### config.mk
export PLATFORM = sky130hd
export DESIGN_NAME = io_pattern_writer
export DESIGN_NICKNAME = d
export VERILOG_FILES = /design/src/rtl/pwr_pkg.sv /design/src/rtl/pwr_seed_merge.sv /design/src/rtl/pwr_sequencer.sv /design/src/rtl/io_pattern_writer.sv
export SDC_FILE = /design/constraint.sdc
export NUM_CORES = 1
export LEC_CHECK = 0
export BUFFER_PORTS_ARGS = -buffer_cell sky130_fd_sc_hd__buf_2
export CAP_MARGIN = 20
export CORE_MARGIN = 2
export CORE_UTILIZATION = 30
export CTS_BUF_LIST = sky130_fd_sc_hd__clkbuf_16
export CTS_CLUSTER_DIAMETER = 50
export CTS_CLUSTER_SIZE = 14
export DETAILED_ROUTE_END_ITERATION = 12
export GPL_ROUTABILITY_DRIVEN = 0
export SETUP_SLACK_MARGIN = 0.02
export SLEW_MARGIN = 5
export SYNTH_ARGS = -nofsm -noshare
export SYNTH_HDL_FRONTEND = slang
export SYNTH_SLANG_ARGS = --single-unit
### constraint.sdc
create_clock -name clk -period 3.95 [get_ports clk]
set_clock_uncertainty 0.2 [all_clocks]
set_input_delay 0.9875 -clock clk [delete_from_list [all_inputs] [get_ports clk]]
set_output_delay 0.9875 -clock clk [all_outputs]
set_load 0.1 [all_outputs]
### src/rtl/pwr_pkg.sv
// Shared types and field positions for the pattern writer.
// Assumes a power-of-two data width so the rotation field covers it.
package pwr_pkg;
    typedef enum logic {
        PWR_IDLE = 1'b0,
        PWR_RUN  = 1'b1
    } pwr_state_e;

    // Width of the rotation and length fields for a given data width.
    function automatic int unsigned fld_w(input int unsigned dw);
        return $clog2(dw);
    endfunction
endpackage

### src/rtl/pwr_seed_merge.sv
// Combinational seed adjustment: rotates the memory base left by the rotation
// field and deposits the low 'length' bits into the seed when enabled.
// Assumes: the control word's top bit is the enable; length 0 means no change.
module pwr_seed_merge #(
    parameter int unsigned DW = 32
) (
    input  logic [DW-1:0] seed_in,
    input  logic [DW-1:0] base_in,
    input  logic [DW-1:0] ctl_in,
    output logic [DW-1:0] seed_out
);
    localparam int unsigned FW = pwr_pkg::fld_w(DW);

    logic [FW-1:0] rot_amt;
    logic [FW-1:0] fld_len;
    logic          ins_en;
    logic [DW-1:0] rotated;
    logic [DW-1:0] fld_mask;

    assign rot_amt = ctl_in[FW-1:0];
    assign fld_len = ctl_in[2*FW-1:FW];
    assign ins_en  = ctl_in[DW-1];

    // Rotate left, build the field mask and merge.
    always_comb begin
        rotated  = (base_in << rot_amt) | (base_in >> (DW - 32'(rot_amt)));
        fld_mask = (DW'(1) << fld_len) - DW'(1);
        if (ins_en && (fld_len != '0))
            seed_out = (seed_in & ~fld_mask) | (rotated & fld_mask);
        else
            seed_out = seed_in;
    end
endmodule

### src/rtl/pwr_sequencer.sv
// Write sequencer: loads a command on start, issues count writes over a
// valid/ready port, steps address (and data in pattern mode), pulses done.
// Assumes: the stream source holds its word while in_ready is low.
module pwr_sequencer #(
    parameter int unsigned DW = 32,
    parameter int unsigned CW = 16
) (
    input  logic          clk,
    input  logic          rst_n,
    input  logic          start,
    input  logic          copy_mode,
    input  logic [DW-1:0] start_addr,
    input  logic [CW-1:0] word_count,
    input  logic [DW-1:0] seed_eff,
    input  logic [DW-1:0] data_step,
    input  logic [DW-1:0] addr_step,
    input  logic [DW-1:0] in_data,
    input  logic          in_valid,
    output logic          in_ready,
    output logic          wr_valid,
    output logic [DW-1:0] wr_addr,
    output logic [DW-1:0] wr_data,
    input  logic          wr_ready,
    output logic          busy,
    output logic          done
);
    import pwr_pkg::*;

    pwr_state_e    state_q;
    logic [DW-1:0] addr_q, data_q, dstep_q, astep_q;
    logic [CW-1:0] left_q;
    logic          copy_q;
    logic          fire;

    assign busy     = (state_q == PWR_RUN);
    assign wr_valid = busy && (copy_q ? in_valid : 1'b1);
    assign wr_addr  = addr_q;
    assign wr_data  = copy_q ? in_data : data_q;
    assign in_ready = busy && copy_q && wr_ready;
    assign fire     = wr_valid && wr_ready;

    // Command load, per-write stepping and completion pulse.
    always_ff @(posedge clk) begin
        if (!rst_n) begin
            state_q <= PWR_IDLE;
            addr_q  <= '0;
            data_q  <= '0;
            dstep_q <= '0;
            astep_q <= '0;
            left_q  <= '0;
            copy_q  <= 1'b0;
            done    <= 1'b0;
        end else begin
            done <= 1'b0;
            case (state_q)
                PWR_IDLE: begin
                    if (start) begin
                        if (word_count == '0) begin
                            done <= 1'b1;
                        end else begin
                            state_q <= PWR_RUN;
                            addr_q  <= start_addr;
                            data_q  <= seed_eff;
                            dstep_q <= data_step;
                            astep_q <= addr_step;
                            left_q  <= word_count;
                            copy_q  <= copy_mode;
                        end
                    end
                end
                default: begin
                    if (fire) begin
                        addr_q <= addr_q + astep_q;
                        if (!copy_q)
                            data_q <= data_q + dstep_q;
                        left_q <= left_q - CW'(1);
                        if (left_q == CW'(1)) begin
                            state_q <= PWR_IDLE;
                            done    <= 1'b1;
                        end
                    end
                end
            endcase
        end
    end
endmodule

### src/rtl/io_pattern_writer.sv
// Top of the I/O-space pattern writer: seed adjustment feeding the write
// sequencer. Assumes command inputs are valid in the cycle start is high.
module io_pattern_writer #(
    parameter int unsigned DW = 32,
    parameter int unsigned CW = 16
) (
    input  logic          clk,
    input  logic          rst_n,
    input  logic          start,
    input  logic          copy_mode,
    input  logic [DW-1:0] start_addr,
    input  logic [CW-1:0] word_count,
    input  logic [DW-1:0] seed_data,
    input  logic [DW-1:0] ins_ctl,
    input  logic [DW-1:0] data_step,
    input  logic [DW-1:0] addr_step,
    input  logic [DW-1:0] mem_base,
    input  logic [DW-1:0] in_data,
    input  logic          in_valid,
    output logic          in_ready,
    output logic          wr_valid,
    output logic [DW-1:0] wr_addr,
    output logic [DW-1:0] wr_data,
    input  logic          wr_ready,
    output logic          busy,
    output logic          done
);
    logic [DW-1:0] seed_eff;

    pwr_seed_merge #(.DW(DW)) u_merge (
        .seed_in  (seed_data),
        .base_in  (mem_base),
        .ctl_in   (ins_ctl),
        .seed_out (seed_eff)
    );

    pwr_sequencer #(.DW(DW), .CW(CW)) u_seq (
        .clk        (clk),
        .rst_n      (rst_n),
        .start      (start),
        .copy_mode  (copy_mode),
        .start_addr (start_addr),
        .word_count (word_count),
        .seed_eff   (seed_eff),
        .data_step  (data_step),
        .addr_step  (addr_step),
        .in_data    (in_data),
        .in_valid   (in_valid),
        .in_ready   (in_ready),
        .wr_valid   (wr_valid),
        .wr_addr    (wr_addr),
        .wr_data    (wr_data),
        .wr_ready   (wr_ready),
        .busy       (busy),
        .done       (done)
    );
endmodule

==> metrics, run 1 <==
DP Wirelength=41200 um; initial antenna violation count=6; Post-synth EDFFs=0; cell class contributing the biggest share of worst-path delay=simple AND/OR/NAND/NOR gates; #FFs+latches synth=147; r2r startpoint=u_seq.wr_addr[0]; Tot GR Track Use=0.216; CP Cell Sequence=buf_4 -> inv_1 -> ha_1 -> buf_4 -> or3b_1 -> nor3_1 -> nand2b_1 -> buf_4 -> o21ai_0 -> a221oi_2 -> buf_4 -> a31oi_1 -> a211oi_1; Area contributors post-synth=dfxtp_1 21%, a21oi_1 8.3%, mux4_2 7.1%; total routed wirelength=52800 um; Slew headroom=0.415; status=complete, no violations; Buffers on Ports=292; final hold violations=0; Worst path most repeated cell=buf_4; crit path kind=in2reg; Power Density=363 mW/mm^2; max_cap viols=0; post-CTS sizing=0; min Tclk post-route=3.71 ns; Worst Hold Class=reg2reg; DR pass1 iterations=6; CP max stage delay=0.48 ns; wire length per cell=19.5 um; Setup WS pre-CTS=-0.323 ns; TritonCTS clock tree=done; Die W=218 um; layout cell share with drive strength beyond 1=0.259; CTS buffer count=17; Area Growth Syn to Fin=21.9%; die area=0.0474 mm^2; post-synth design cell area=0.0137 mm^2; hold wc startpoint=u_seq.astep_q[26]; Syn Area/Cell=7.57 um^2; multi-input logic area=0.0101 mm^2; clk_lat worst skew=0.46 ns; num ports=314; Synth warnings=0; fin crit share=0.940; Pleak=0.00722 uW; Max Freq=269 MHz; Core ar.=0.0453 mm^2; Worst VDD drop=0.272 mV; Initial Utilization=0.303; DRC errors left=0; Seq/Total Area, Yosys=0.215; most frequent cells in the layout=291 x buf_2, 238 x nand2_1, 226 x a21oi_1; Final Max Slew Viols=0; ys async rst share=0; post-layout util=0.369; vias in the first global route=14.1k; dominant cell type by area after synthesis=dfxtp_1; largest net degree at the start of global routing=62; Synth Flop Type=dfxtp_1; Final #Nets=2401; CP max FO=9; worst setup margin=0.236 ns; WHS=0.260 ns; post-synth top area share=0.215; CP max stage cell=a221oi_2; std cell rows=78; first-pass GRT wire length=80400 um; Clock Tree Buf Depth=2; total gr overflow=0; most common cell after layout, fill and taps aside=buf_2; Req. time, crit path=4.11 ns; Fill cells=4791; routed vias/inst=5.62; Post-DRT Antenna Nets=0; Synth Instances=1811; Setup violations, final=0; worst path arrival time=3.88 ns; worst slew pin tran=0.866 ns; CP endpoint kind=register; Setup Buffers After CTS=0; CP Launch Point=ins_ctl[0]; H-Tree Level Count=4; Sink Count=147; Post-CTS Hold Buffers=0; critical path launch point type=primary input; CTS root buf=clkbuf_16; unrepaired setup endpoints after global routing=no; Cell variety after synth=102; post-synth net total=2125; vias after detailed routing=15.2k; Die Y=218 um; Clk pin slew, worst setup/hold paths=0.06 ns; first-iteration detailed-routing DRC count=1341; Storage cell area=0.00295 mm^2; WP buf/inv=5
## layer usage
metal  GRT usage  wire, um  part of all wire
met5           0        10           0.00019
met2       0.335     23400              0.44
met1       0.308     24600              0.47
met3      0.0307      3540             0.067
met4      0.0703      1280             0.024
## path summary, 6_finish.rpt
check,end,slack [ns],cells after the start
worst min register to register,u_seq.astep_q[26],0.26,2
worst min-delay path,u_seq.astep_q[26],0.26,2
worst max-delay path,u_seq.data_q[2],0.24,13
worst max register to register,u_seq.wr_addr[30],0.36,13
## cells in the mapped netlist, types with 12 or more instances
master and count:
o211ai_1 14, nor2_1 218, a21o_1 26, a211oi_1 52, nand2_1 239, o21a_1 12, nor3_1 39, nand3_1 27
inv_1 34, o21ai_0 128, xor2_1 19, a31oi_1 19, dfxtp_1 147, mux4_2 43, clkbuf_1 80, buf_2 14
mux2i_1 66, and2_1 14, a221oi_1 12, buf_1 15, mux2_2 41, ha_1 66, a21oi_1 227, o22ai_1 19
xnor2_1 31
## sequential cells by signal, summed over array words and instances (netlist names)
signal / cells
u_seq.busy: 1
u_seq.astep_q: 32
u_seq.done: 1
u_seq.dstep_q: 32
u_seq.copy_q: 1
u_seq.wr_addr: 32
u_seq.left_q: 16
u_seq.data_q: 32
## stage by stage
stage	cell area [um^2]	instances	total power (uW)	setup TNS, ns
2_1_floorplan	13700	1811	3620	0
6_report	16700	2704	6070	0
5_1_grt	16700	2704	6360	0
4_1_cts	16700	2699	6070	0
3_3_place_gp	16100	2668	4330	-0.268
3_5_place_dp	16100	2668	4360	-0.413
## worst reg2reg max path: stages (launching register included)
cell and delay (ns):
dfxtp_1 0.35, ha_1 0.22, inv_1 0.07, fa_1 0.38
nor2b_1 0.20, o31a_1 0.21, o211ai_1 0.14, a21oi_1 0.36
nor3b_1 0.12, o41ai_2 0.45, a21oi_1 0.20, o31ai_1 0.32
xnor2_1 0.15, o22ai_1 0.09
## power breakdown
group	total [uW]	internal, uW	switching (uW)
Sequential	1750	1610	135
Combinational	2630	864	1760
Clock	1700	987	710
Total	6070	3470	2610
## cells by family after synthesis
family          count (synthesis)  share of synthesized area
xor+xnor                       51                     0.0331
compound gates                615                      0.285
simple gates                  619                      0.198
buf+inv                       160                     0.0527
fa+ha+maj                      68                     0.0632
flops                         147                      0.215
mux                           151                      0.153
## cell type report
class                   count  share of cell area
flip-flops and latches    147               0.176
well taps                 600              0.0449
clock inverters            14             0.00973
inverters                  38             0.00868
repair buffers            379               0.131
clock buffers              17              0.0254
multi-input cells        1504               0.603
diodes                      5            0.000748
Power figures use the tool's default switching activity.
==> run 2: changes to the inputs <==
--- a/config.mk
+++ b/config.mk
@@ -5,6 +5,7 @@
 export SDC_FILE = /design/constraint.sdc
 export NUM_CORES = 1
 export LEC_CHECK = 0
+export ABC_AREA = 1
 export BUFFER_PORTS_ARGS = -buffer_cell sky130_fd_sc_hd__buf_2
 export CAP_MARGIN = 20
 export CORE_MARGIN = 2
==> run 2 against run 1 <==
Compared with the run above: combinational power grew 6%; first-iteration DRC count grew 19%; design area grew 3.1%; critical path type unchanged; count of clock-buffer cells in the layout grew 1; hold slack gained 0.027 ns; critical path depth grew 2; sequential share of layout area shrank 0.53 points; clock power is essentially flat; total power grew 3.1%.
==> metrics, run 2 <==
Die Y=225 um; post-layout util=0.359; Req. time, crit path=4.13 ns; Synth Instances=2577; Post-synth EDFFs=0; dominant cell type by area after synthesis=dfxtp_1; cell class contributing the biggest share of worst-path delay=simple AND/OR/NAND/NOR gates; Core ar.=0.0479 mm^2; Post-DRT Antenna Nets=0; Buffers on Ports=292; CP max FO=23; Clock Tree Buf Depth=2; Cell variety after synth=49; vias in the first global route=16.3k; min Tclk post-route=3.33 ns; die area=0.0505 mm^2; Synth Area in Adders=0.0592; CP max stage cell=xnor2_2; initial antenna violation count=11; Reg2Reg Capture Point=u_seq.left_q[12]; first-iteration detailed-routing DRC count=1599; post-synth top area share=0.201; unrepaired setup endpoints after global routing=no; top-count cell post-synth=nand2_1; std cell rows=80; CP endpoint kind=register; largest family of logic cells by synthesized area=simple AND/OR/NAND/NOR gates; worst slew pin tran=0.867 ns; vias after detailed routing=17.9k; CTS buffer count=17; r2r startpoint=u_seq.busy; Post-synth top cells=651 x nand2_1, 364 x nor2_1, 269 x nand3_1; post-synthesis xor/xnor area fraction=0.0184; num ports=314; status=complete, no violations; Synth Flop Type=dfxtp_1; WP buf/inv=4; clk_lat worst skew=0.48 ns; crit path kind=in2reg; Power Density=363 mW/mm^2; Synth Area in Compound Gates=0.217; Synth warnings=0; final hold violations=0; ys async rst share=0; Synth Area in Simple Gates=0.412; CP Cell Sequence=buf_2 -> clkinv_1 -> ha_1 -> xnor2_2 -> inv_2 -> nand3_1 -> nor2_1 -> nand2_1 -> nand2_1 -> nor2_1 -> nand4_1 -> nand3_1 -> nand3_1 -> nand2_1 -> inv_1; Final #Nets=3106; Seq/Total Area, Yosys=0.201; #FFs+latches synth=147; H-Tree Level Count=4; DRC errors left=0; Initial Utilization=0.305; Area Growth Syn to Fin=17.8%; DP Wirelength=46800 um; Syn Area/Cell=5.67 um^2; R2R depth=8; Max Freq=300 MHz; Area contributors post-synth=dfxtp_1 20%, nand2_1 17%, nor2_1 9.3%; TritonCTS clock tree=done; Worst VDD drop=0.271 mV; Fill cells=5388; Slew headroom=0.422; post-synth net total=2891; layout cell share with drive strength beyond 1=0.148; critical path launch point type=primary input; Final Max Slew Viols=0; post-synthesis mux area share=0.00274; WHS Endpoint=u_seq.left_q[15]; CP max stage delay=0.66 ns; Sum Neg Setup Slack=0 ns; Worst Hold Class=reg2reg; routed vias/inst=5.24; CTS root buf=clkbuf_16; Clk pin slew, worst setup/hold paths=0.06 ns; Die W=225 um; hold wc startpoint=u_seq.left_q[15]; total gr overflow=0; post-synth design cell area=0.0146 mm^2; post-CTS sizing=0; Storage cell area=0.00295 mm^2; most common cell after layout, fill and taps aside=nand2_1; multi-input logic area=0.0104 mm^2; fin crit share=0.844; Hold Path Cell Cnt=2; most frequent cells in the layout=651 x nand2_1, 364 x nor2_1, 290 x buf_2; Tot GR Track Use=0.232; flop-to-flop setup slack=0.87 ns; max_cap viols=0; DR pass1 iterations=9; first-pass GRT wire length=91200 um; Pleak=0.00860 uW; Sink Count=147; worst path arrival time=3.51 ns; Setup violations, final=0; Post-CTS Hold Buffers=0; largest net degree at the start of global routing=87; wire length per cell=17.2 um; total routed wirelength=59000 um; Setup Buffers After CTS=0
[run 2: worst register-to-register path, cell delays in order (launching register included)]
cell and delay [ns]:
dfxtp_4 0.50, inv_2 0.24, buf_4 0.46, nand3_2 0.32, inv_2 0.15, nor2_4 0.10
inv_2 0.59, o221ai_1 0.29, a21oi_1 0.17
[run 2: worst max-delay path by stage]
stage,slack [ns],depth (start not counted),endpoint,from
2_1_floorplan,0.16,5,in_ready,u_seq.busy
3_3_place_gp,0.17,15,u_seq.data_q[28],ins_ctl[1]
3_5_place_dp,0.14,15,u_seq.data_q[28],ins_ctl[1]
4_1_cts,0.68,15,u_seq.data_q[28],ins_ctl[1]
5_1_grt,0.40,15,u_seq.data_q[28],ins_ctl[1]
6_report,0.62,15,u_seq.data_q[28],ins_ctl[1]
[run 2: final cells by class]
class / instances / area share
Multi-Input combinational cell: 2100 / 0.603
Sequential cell: 147 / 0.171
Timing Repair Buffer: 326 / 0.102
Tap cell: 615 / 0.0447
Inverter: 200 / 0.0437
Clock buffer: 18 / 0.0261
Clock inverter: 14 / 0.00886
Antenna cell: 3 / 0.000436
[run 2: where the power goes]
part           internal, uW  leakage, uW  switching, uW
Sequential             1630      0.00122            147
Combinational           756      0.00709           2020
Clock                   970     0.000290            727
Total                  3360      0.00860           2900
[run 2: cell families (layout without fill, tap and decap cells)]
family                     after synthesis  count (layout)
DFF                                    147             147
AOI/OAI and AO/OA                      586             586
xor gates and xnor gates                29              29
muxes                                    4               4
and+or+nand+nor                       1413            1413
other                                    0               3
buffers and inverters                  330             558
adders and majority gates               68              68
[run 2: metal layers]
layer  GRT usage  share of wire  wire [um]
met2       0.350           0.42      25000
met3      0.0498          0.075       4440
met4      0.0936          0.037       2170
met1       0.320           0.46      27300
met5           0         0.0014         84
[run 2: per-stage QoR]
step                      hold slack [ns]  total power [uW]  setup slack, ns  area, um^2  cells
after global routing                0.307              6650            0.401       17200   3420
after detailed placement            0.276              4550            0.142       16600   3388
after global placement              0.271              4540            0.171       16600   3388
after CTS                           0.287              6280            0.682       17200   3420
after floorplan                     0.254              3810            0.158       14600   2577
final                               0.287              6260            0.616       17200   3423
==> run 3: changes to the inputs <==
==> constraint.sdc (replaced) <==
create_clock -name clk -period 3 [get_ports clk]
set_clock_uncertainty 0.2 [all_clocks]
set_input_delay 0.75 -clock clk [delete_from_list [all_inputs] [get_ports clk]]
set_output_delay 0.75 -clock clk [all_outputs]
set_load 0.1 [all_outputs]
==> run 3 against run 2 <==
Compared with the run above: global-route usage is 0.25 points lower; final cell count is 2.2% higher; wire length hardly changed; sequential power is 31% higher; largest cell class unchanged.
==> metrics, run 3 (synthesized netlist as in run 2, its figures left out) <==
status=complete, no violations; unrepaired setup endpoints after global routing=no; total gr overflow=0; Buffers on Ports=292; initial antenna violation count=8; vias after detailed routing=18.2k; final hold violations=0; layout cell share with drive strength beyond 1=0.172; DP Wirelength=47900 um; die area=0.0505 mm^2; Core ar.=0.0479 mm^2; Max Freq=346 MHz; hold wc startpoint=u_seq.astep_q[14]; r2r startpoint=u_seq.astep_q[1]; routed vias/inst=5.20; Tot GR Track Use=0.230; Fill cells=5367; CP endpoint kind=output pin; worst setup margin=0.113 ns; fin crit share=0.962; Storage cell area=0.00295 mm^2; worst path arrival time=1.94 ns; Die W=225 um; total routed wirelength=59000 um; Initial Utilization=0.305; Setup violations, final=0; WHS=0.287 ns; Slew headroom=0.426; Hold Path Cell Cnt=2; Post-DRT Antenna Nets=0; Power Density=467 mW/mm^2; TritonCTS clock tree=done; DR pass1 iterations=8; CTS buffer count=17; flop-to-flop setup slack=0.21 ns; Final Max Slew Viols=0; WHS Endpoint=u_seq.astep_q[14]; Reg2Reg Capture Point=u_seq.wr_addr[26]; first-pass GRT wire length=90500 um; most frequent cells in the layout=651 x nand2_1, 363 x nor2_1, 289 x buf_2; Pleak=0.00900 uW; Setup WS pre-CTS=-0.106 ns; Worst Hold Class=reg2reg; Setup Buffers After CTS=0; most common cell after layout, fill and taps aside=nand2_1; Clk pin slew, worst setup/hold paths=0.06 ns; crit path kind=reg2out; Clock Tree Buf Depth=2; largest net degree at the start of global routing=95; Die Y=225 um; wire length per cell=16.9 um; Area Growth Syn to Fin=22.5%; CTS root buf=clkbuf_16; min Tclk post-route=2.89 ns; first-iteration detailed-routing DRC count=1527; CP max FO=33; multi-input logic area=0.0104 mm^2; max_cap viols=0; vias in the first global route=16.5k; num ports=314; Req. time, crit path=2.05 ns; R2R depth=10; critical path launch point type=register; clk_lat worst skew=0.46 ns; worst slew pin tran=0.861 ns; Sum Neg Setup Slack=0 ns; std cell rows=80; Worst VDD drop=0.383 mV; Final #Nets=3183; DRC errors left=0; Sink Count=147; H-Tree Level Count=4
[run 3: worst max path at each step]
stage                  endpoint          from  cells past startpoint
2_1_floorplan          in_ready    u_seq.busy                      5
3_3_place_gp   u_seq.data_q[28]    ins_ctl[1]                     16
3_5_place_dp    u_seq.data_q[1]    ins_ctl[0]                     13
4_1_cts             wr_data[31]  u_seq.copy_q                      5
5_1_grt             wr_data[31]  u_seq.copy_q                      5
6_report            wr_data[31]  u_seq.copy_q                      5
[run 3: layout make-up]
class | instances | share of cell area
inverters | 200 | 0.0423
repair buffers | 403 | 0.136
multi-input cells | 2100 | 0.581
clock buffers | 17 | 0.0238
diodes | 2 | 0.000279
well taps | 615 | 0.0430
flip-flops and latches | 147 | 0.165
clock inverters | 15 | 0.00929
[run 3: per-layer routing]
layer  GRT usage  vias up  wire [um]
met3      0.0408      122       4600
met1       0.320     8160      27200
met2       0.348      697      24900
li1            -     9215          -
met5           0        -         76
met4      0.0927       12       2160
[run 3: critical path, stage by stage, from the launching register on]
cell      delay [ns]
dfxtp_1         0.47
clkinv_1        0.22
buf_12          0.22
nand2_1         0.20
nand2_1         0.07
buf_2           0.30
[run 3: where the power goes]
group	leakage [uW]	switching [uW]	internal [uW]
Sequential	0.00122	176	2150
Combinational	0.00749	2710	1130
Clock	0.000289	903	1300
[run 3: timing repair]
action | CTS | global route
hold buffers | 0 | 0
resized for setup | 0 | 2
endpoints found under the setup margin | 0 | 3
[run 3: per-stage QoR]
| stage | instance area, um^2 | power, uW | utilization | cells |
|---|---|---|---|---|
| after floorplan | 14600 | 5020 | - | 2577 |
| after global placement | 17300 | 6150 | 0.361 | 3465 |
| after detailed placement | 17300 | 6160 | 0.361 | 3465 |
| after CTS | 17900 | 8380 | 0.373 | 3497 |
| after global routing | 17900 | 8860 | 0.373 | 3497 |
| final | 17900 | 8370 | 0.374 | 3499 |
